`src/rtl/afk_pkg.sv`:
```
package afk_pkg;

    typedef enum logic [1:0] {
        SEL_PASS  = 2'b00,
        SEL_BLEND = 2'b01,
        SEL_KEY   = 2'b10
    } afk_sel_e;

    typedef struct packed {
        logic in_win;
        logic key_match;
    } afk_pix_t;

    function automatic logic win_active(input logic own_en, input logic global_en);
        return own_en & global_en;
    endfunction

endpackage

```
`src/rtl/afk_cfg_regs.sv`:
```
module afk_cfg_regs #(
    parameter int ALPHA_W = 8,
    parameter int COLOR_W = 24
) (
    input  logic               clk,
    input  logic               rst,
    input  logic               we,
    input  logic [ALPHA_W-1:0] wr_alpha,
    input  logic [ALPHA_W-1:0] wr_incr,
    input  logic               wr_load,
    input  logic               wr_win_en,
    input  logic               wr_key_en,
    input  logic [COLOR_W-1:0] wr_key_color,
    input  logic               frame_start,
    output logic [ALPHA_W-1:0] staged_alpha,
    output logic [ALPHA_W-1:0] incr_q,
    output logic               win_en_q,
    output logic               key_en_q,
    output logic [COLOR_W-1:0] key_color_q,
    output logic               load_pend,
    output logic               load_apply
);

    // A frame start consumes whatever was pending before this cycle.
    assign load_apply = frame_start & load_pend;

    always_ff @(posedge clk) begin
        if (rst) begin
            staged_alpha <= '0;
            incr_q       <= '0;
            win_en_q     <= 1'b0;
            key_en_q     <= 1'b0;
            key_color_q  <= '0;
            load_pend    <= 1'b0;
        end else begin
            if (we) begin
                staged_alpha <= wr_alpha;
                incr_q       <= wr_incr;
                win_en_q     <= wr_win_en;
                key_en_q     <= wr_key_en;
                key_color_q  <= wr_key_color;
            end
            // A fresh request survives a coincident frame start.
            if (we && wr_load) begin
                load_pend <= 1'b1;
            end else if (frame_start) begin
                load_pend <= 1'b0;
            end
        end
    end

endmodule

```
`src/rtl/afk_alpha_step.sv`:
```
module afk_alpha_step #(
    parameter int ALPHA_W = 8
) (
    input  logic               clk,
    input  logic               rst,
    input  logic               frame_start,
    input  logic               load_apply,
    input  logic [ALPHA_W-1:0] staged_alpha,
    input  logic [ALPHA_W-1:0] incr,
    output logic [ALPHA_W-1:0] alpha_q,
    output logic               hold_q
);

    localparam int                 SUM_W = ALPHA_W + 2;
    localparam logic [ALPHA_W-1:0] A_MAX = '1;
    localparam logic [ALPHA_W-1:0] A_MIN = '0;

    logic signed [SUM_W-1:0] sum;
    logic        [ALPHA_W-1:0] stepped;
    logic                      at_rail;

    always_comb begin
        sum = $signed({2'b00, alpha_q}) + $signed({{2{incr[ALPHA_W-1]}}, incr});
        if (sum < 0) begin
            stepped = A_MIN;
        end else if (sum > $signed({2'b00, A_MAX})) begin
            stepped = A_MAX;
        end else begin
            stepped = sum[ALPHA_W-1:0];
        end
        at_rail = (stepped == A_MIN) || (stepped == A_MAX);
    end

    always_ff @(posedge clk) begin
        if (rst) begin
            alpha_q <= '0;
            hold_q  <= 1'b0;
        end else if (load_apply) begin
            alpha_q <= staged_alpha;
            hold_q  <= 1'b0;
        end else if (frame_start && !hold_q) begin
            alpha_q <= stepped;
            hold_q  <= at_rail;
        end
    end

endmodule

```
`src/rtl/afk_pix_sel.sv`:
```
module afk_pix_sel
    import afk_pkg::*;
#(
    parameter int COLOR_W = 24
) (
    input  logic               win_on,
    input  afk_pix_t           pix,
    input  logic               key_en,
    input  logic [COLOR_W-1:0] key_color,
    output afk_sel_e           sel,
    output logic [COLOR_W-1:0] color
);

    always_comb begin
        sel   = SEL_PASS;
        color = '0;
        if (win_on && pix.in_win) begin
            if (key_en && pix.key_match) begin
                sel   = SEL_KEY;
                color = key_color;
            end else begin
                sel = SEL_BLEND;
            end
        end
    end

endmodule

```
`src/rtl/alpha_fade_key.sv`:
```
module alpha_fade_key
    import afk_pkg::*;
#(
    parameter int ALPHA_W = 8,
    parameter int COLOR_W = 24
) (
    input  logic               clk,
    input  logic               rst,
    input  logic               cfg_we,
    input  logic [ALPHA_W-1:0] cfg_alpha,
    input  logic [ALPHA_W-1:0] cfg_incr,
    input  logic               cfg_load,
    input  logic               cfg_win_en,
    input  logic               cfg_key_en,
    input  logic [COLOR_W-1:0] cfg_key_color,
    input  logic               frame_start,
    input  logic               video_en,
    input  logic               pix_in_win,
    input  logic               pix_key_match,
    output logic [ALPHA_W-1:0] alpha_cur,
    output logic [1:0]         pix_sel,
    output logic [COLOR_W-1:0] pix_color
);

    logic [ALPHA_W-1:0] staged_alpha;
    logic [ALPHA_W-1:0] incr_q;
    logic               win_en_q;
    logic               key_en_q;
    logic [COLOR_W-1:0] key_color_q;
    logic               load_pend;
    logic               load_apply;
    logic               hold_q;
    logic               win_on;
    afk_pix_t           pix;
    afk_sel_e           sel;

    afk_cfg_regs #(.ALPHA_W(ALPHA_W), .COLOR_W(COLOR_W)) u_regs (
        .clk          (clk),
        .rst          (rst),
        .we           (cfg_we),
        .wr_alpha     (cfg_alpha),
        .wr_incr      (cfg_incr),
        .wr_load      (cfg_load),
        .wr_win_en    (cfg_win_en),
        .wr_key_en    (cfg_key_en),
        .wr_key_color (cfg_key_color),
        .frame_start  (frame_start),
        .staged_alpha (staged_alpha),
        .incr_q       (incr_q),
        .win_en_q     (win_en_q),
        .key_en_q     (key_en_q),
        .key_color_q  (key_color_q),
        .load_pend    (load_pend),
        .load_apply   (load_apply)
    );

    afk_alpha_step #(.ALPHA_W(ALPHA_W)) u_step (
        .clk          (clk),
        .rst          (rst),
        .frame_start  (frame_start),
        .load_apply   (load_apply),
        .staged_alpha (staged_alpha),
        .incr         (incr_q),
        .alpha_q      (alpha_cur),
        .hold_q       (hold_q)
    );

    assign win_on = win_active(win_en_q, video_en);
    assign pix    = '{in_win: pix_in_win, key_match: pix_key_match};

    afk_pix_sel #(.COLOR_W(COLOR_W)) u_sel (
        .win_on    (win_on),
        .pix       (pix),
        .key_en    (key_en_q),
        .key_color (key_color_q),
        .sel       (sel),
        .color     (pix_color)
    );

    assign pix_sel = sel;

endmodule

```
`config.mk`:
```
export PLATFORM = sky130hd
export DESIGN_NAME = alpha_fade_key
export DESIGN_NICKNAME = d
export VERILOG_FILES = /design/src/rtl/afk_pkg.sv /design/src/rtl/afk_cfg_regs.sv /design/src/rtl/afk_alpha_step.sv /design/src/rtl/afk_pix_sel.sv /design/src/rtl/alpha_fade_key.sv
export SDC_FILE = /design/constraint.sdc
export NUM_CORES = 1
export LEC_CHECK = 0
export BUFFER_PORTS_ARGS = -buffer_cell sky130_fd_sc_hd__buf_4
export CORE_ASPECT_RATIO = 1.5
export CORE_MARGIN = 2
export CORE_UTILIZATION = 40
export CTS_CLUSTER_DIAMETER = 40
export CTS_CLUSTER_SIZE = 12
export DETAILED_ROUTE_END_ITERATION = 7
export PLACE_DENSITY = 0.65
export SLEW_MARGIN = 0
export SYNTH_ARGS = -nofsm -noshare
export SYNTH_HDL_FRONTEND = slang
export SYNTH_SLANG_ARGS = --single-unit
```
`constraint.sdc`:
```
create_clock -name clk -period 3 [get_ports clk]
set_input_delay 0.6 -clock clk [delete_from_list [all_inputs] [get_ports clk]]
set_output_delay 0.6 -clock clk [all_outputs]
set_load 0.1 [all_outputs]
```
Yosys cells after proc, flatten, opt, wreduce, memory -nomap -nowiden --
Cells that the tools add are included.
Cells by class: add/sub/neg operators 1, $lt $le $gt $ge 2, equal/unequal tests 1, muxes and demuxes 10, bitwise logic cells 2, reductions and logical operators 10
Operators by type and width (count):
- two-way mux 24 bit | 2
- two-way mux 8 bit | 4
- adder 9 x 8 -> 10 bit | 1
- greater-than comparator 10 x 9 -> 1 bit, second input constant | 1
- < comparator 10 x 1 -> 1 bit, second input constant | 1
- equality test 8 bit, second input constant | 1
- logical NOT 8 bit | 1
- logical AND 1 bit | 4
- two-way mux 2 bit | 2
- nonzero test 2 bit | 2
- bitwise AND 1 bit | 2
- two-way mux 1 bit | 2
- OR reduction 2 bit | 1
- logical NOT 1 bit | 1
- logical OR 1 bit | 1
Storage, ports and cells: register bits after elaboration 52

Depth between registers and ports, before layout --
word-level depth 6, depth in mapped cells 10

By module --
From an unflattened synthesis, not the netlist that was laid out.
Second synthesis, totals: cells, all modules 320, area, all modules 2857.7 um^2
Modules (own cells, without submodules):
- afk_cfg_regs | times used 1, cells an instance 141, area each 1572.8 um^2, sequential area each 860.8 um^2
- afk_alpha_step | times used 1, cells an instance 149, area each 1068.5 um^2, sequential area each 180.2 um^2
- afk_pix_sel | times used 1, cells an instance 29, area each 210.2 um^2, sequential area each 0.0 um^2
- alpha_fade_key | times used 1, cells an instance 1, area each 6.3 um^2, sequential area each 0.0 um^2

Least setup slack after synthesis --
Ideal clock, no wire load.
path type in2out, start point input video_en, end point output pix_color[13], arrival time 2761 ps, required time 2400 ps, setup slack -361 ps, cell stages on the path 4, path buffers 1, cells stage by stage nand3_1 -> nor2_1 -> clkbuf_1 -> and2_1
Between the ends: cells in the longest elaborated chain, start to end 3
RTL lines:
- from (decl) | RTL line alpha_fade_key.sv:17 | input logic video_en,
- bitwise AND 1 bit | RTL line afk_pkg.sv:15 | return own_en & global_en;
- logical AND 1 bit | RTL line afk_pix_sel.sv:17 | if (win_on && pix.in_win) begin
- two-way mux 24 bit | RTL line afk_pix_sel.sv:17
- to (decl) | RTL line alpha_fade_key.sv:22 | output logic [COLOR_W-1:0] pix_color
Every way passes these cells.

Worst setup path after layout --
start point register u_step.alpha_q[1], end point register u_step.alpha_q[4]
Between the ends: cells in the longest elaborated chain, start to end 6, elaborated cells between the ends (all ways) 7
RTL lines:
- from (decl) | RTL line afk_alpha_step.sv:10 | output logic [ALPHA_W-1:0] alpha_q,
- from (signal assigned) | RTL line afk_alpha_step.sv:39 | alpha_q <= staged_alpha;
- from (signal assigned) | RTL line afk_alpha_step.sv:42 | alpha_q <= stepped;
- adder 9 x 8 -> 10 bit * | RTL line afk_alpha_step.sv:23 | sum = $signed({2'b00, alpha_q}) + $signed({{2{incr[ALPHA_W-1]}}, incr});
- greater-than comparator 10 x 9 -> 1 bit | RTL line afk_alpha_step.sv:26 | end else if (sum > $signed({2'b00, A_MAX})) begin
- two-way mux 8 bit | RTL line afk_alpha_step.sv:26
- two-way mux 8 bit * | RTL line afk_alpha_step.sv:24 | if (sum < 0) begin
- two-way mux 8 bit * | RTL line afk_alpha_step.sv:41 | end else if (frame_start && !hold_q) begin
- two-way mux 8 bit * | RTL line afk_alpha_step.sv:38 | end else if (load_apply) begin
Mark *: on every way between the ends. The rest lies on a longest branch, timed or not. The select of a mux whose other input is x is not followed. A chain may end at the register's enable or synchronous reset.

==> results by group <==
Outcome
  • Status: complete, no violations

Synth
  • Syn Inst Count: 291
  • Mapped Area: 0.00261 mm²
  • Post-synth EDFFs: 0
  • Mapped Nets: 351
  • Synth area leaders: dfxtp_1 (40%), mux2i_1 (16%), nor2_1 (8.6%)
  • Post-synthesis cell type count: 43
  • Yosys reg bits: 52
  • Post-synth top area share: 39.8%
  • Seq/Total Area, Yosys: 39.8%
  • Most common cell in the synthesized netlist: nor2_1
  • Most common library cells after synthesis: nor2_1 (60), dfxtp_1 (52), mux2i_1 (42)
  • Mean post-synth cell area: 8.98 µm²
  • Synth Flop Type: dfxtp_1
  • Synth async-reset ratio: 0%
  • Synth warn: 0
  • Area leader, netlist: dfxtp_1

Layout
  • Ant diodes: 0
  • Storage cell area: 0.00105 mm²
  • Share of layout cells above drive strength 1: 29.6%
  • Multi-input logic area: 0.00151 mm²
  • Synth-to-layout area growth: 30.8%
  • Final Util: 53.4%
  • Final #Nets: 432
  • Fillers: 650

Die
  • Initial Util: 40.8%
  • Core ar.: 0.00640 mm²
  • FP Rows: 36
  • Die H: 103 µm
  • Io pins: 84
  • Die width: 70.0 µm
  • Die footprint: 0.00721 mm²

Routing
  • Vias: 2302
  • DRC Markers: 0
  • ANT nets after route: 0
  • Via density: 5.14
  • DRT Wirelength: 6260 µm
  • Initial DRC count: 102
  • Routed length per instance: 14.0 µm
  • 1st-pass router iterations: 4

STA
  • Setup_tns: 0 ns
  • Worst slew margin: 50.6%
  • Final hold viol count: 0
  • Max frequency: 0.365 GHz
  • Min Tclk post-route: 2.74 ns
  • Smallest hold slack: 0.478 ns
  • Setup Skew: 0.00400 ns
  • Final Slew Violations: 0
  • Fin crit share: 91.4%
  • Worst-margin pin slew: 0.740 ns
  • Setup violators final: 0
  • RSZ-0062 raised after global routing: false

CTS
  • Clk sinks: 52
  • Total CTS buffers: 5
  • Htree depth: 2
  • Max clock buf depth: 2
  • Reg clk slew, reported paths: 0.09 ns
  • # Post-CTS Setup Buffers: 0
  • CTS resizes: 0
  • Post-CTS Hold Fix Bufs: 0
  • CTS tree: yes
  • CTS Root Cell: clkbuf_8
  • Skew-Pair Late Insertion Delay: 0.30 ns

Worst setup path
  • CP max FO: 9
  • Worst Setup Start Kind: register
  • Critical path capture point type: register
  • Worst r2r src: u_step.alpha_q[1]
  • CP Class: reg2reg
  • CP required: 3.20 ns
  • Worst EP arrival: 2.94 ns
  • CP Launch Point: u_step.alpha_q[1]

GRT
  • First-pass GRT wire length: 10300 µm
  • Met2 Usage GRT: 34.7%
  • Met1 usage: 18.4%
  • Vias in the first global route: 2340
  • Global route total overflow: 0
  • GR peak layer: met2
  • Gr usage total: 17.6%
  • Initial antenna violation count: 0
  • M3 GR Usage: 4.59%
  • Pin count of the biggest net entering global routing: 52

Power
  • Pwr dens: 445 mW/mm²
  • Comb power frac: 22.5%
  • Clock power share: 27.0%
  • Sequential Power Share: 50.5%
  • P_int: 1.06 mW
  • Sw frac: 30.4%
  • Worst VDD drop: 0.272 mV
  • Pleak: 1.66 nW
  • P_sw: 462 µW

Placement
  • GPL Wtd Cong: 0.869
  • PortBufs: 83
  • Hpwl dp: 4660 µm

Worst hold path
  • Hold Crit Start: u_step.alpha_q[0]
  • Hold Path Class: reg2reg

Flow run
  • Count of max-cap constraint violations: 0
-- flip-flops by register name, summed over array words and instances (netlist names) --
| name | flops |
|---|---|
| u_regs.win_en_q | 1 |
| u_regs.key_color_q | 24 |
| u_regs.incr_q | 8 |
| u_step.hold_q | 1 |
| u_regs.staged_alpha | 8 |
| u_step.alpha_q | 8 |
| u_regs.load_pend | 1 |
| u_regs.key_en_q | 1 |
-- layer usage --
layer	part of all wire, %	wire length (µm)
met4	0.78	49
met3	5.5	342
met1	41	2600
met2	52	3270
met5	0	0
-- path summary, 6_finish.rpt --
check | depth (start not counted) | slack [ns] | endpoint
max | 8 | 0.26 | u_step.alpha_q[4]
min | 2 | 0.48 | u_step.alpha_q[0]
max reg2reg | 8 | 0.26 | u_step.alpha_q[4]
min reg2reg | 2 | 0.48 | u_step.alpha_q[0]
-- cells by family after synthesis --
family | synth area share, %
muxes | 16.1
buffers and inverters | 2.73
and+or+nand+nor | 22.9
xor gates and xnor gates | 2.01
adders and majority gates | 5.08
AOI/OAI and AO/OA | 11.4
DFF | 39.8
-- power by group through the flow --
stage	Clock (mW)	Combinational (mW)	Sequential, mW
3_5_place_dp	0	0.342	0.784
2_1_floorplan	0	0.172	0.842
5_1_grt	0.453	0.374	0.775
3_3_place_gp	0	0.339	0.783
6_report	0.411	0.343	0.768
4_1_cts	0.431	0.344	0.768
-- placed cells by master, fill, tap and decap left out, types with 3 or more instances in the layout --
| cell type | Yosys | routed |
|---|---|---|
| buf_4 | 0 | 86 |
| nor2_1 | 60 | 60 |
| dfxtp_1 | 52 | 45 |
| mux2i_1 | 42 | 42 |
| and2_1 | 26 | 26 |
| nand2_1 | 15 | 14 |
| o21ai_0 | 11 | 11 |
| ha_1 | 9 | 9 |
| inv_1 | 7 | 7 |
| dfxtp_2 | 0 | 7 |
| a21oi_1 | 6 | 6 |
| clkbuf_8 | 0 | 6 |
| nand3_1 | 4 | 4 |
| xor2_1 | 3 | 3 |
| a211oi_1 | 3 | 3 |
| xnor2_1 | 3 | 3 |
-- metrics by stage --
step,setup WS [ns],instance area (µm²),cells,power [mW]
finish,0.258,3420,448,1.52
global route,0.0725,3420,448,1.60
CTS,0.175,3410,448,1.54
detailed placement,0.187,3320,441,1.13
global placement,0.255,3320,441,1.12
floorplan,0.0357,2620,291,1.01
-- area by class of cell --
| class | instances | share of cell area [%] |
|---|---|---|
| repair buffers | 86 | 18.9 |
| well taps | 76 | 2.78 |
| flip-flops and latches | 52 | 30.7 |
| clock inverters | 1 | 0.256 |
| clock buffers | 6 | 2.42 |
| inverters | 7 | 0.769 |
| multi-input cells | 220 | 44.2 |
-- critical path, cell delays in order, from the launching register on --
cell	delay, ns
dfxtp_2	0.35
ha_1	0.28
a21o_1	0.20
and4_4	0.21
o41ai_4	0.37
or3b_1	0.45
a21oi_4	0.29
o21ai_1	0.14
a2111oi_2	0.35
No activity file was read; power rests on OpenSTA's default activity.
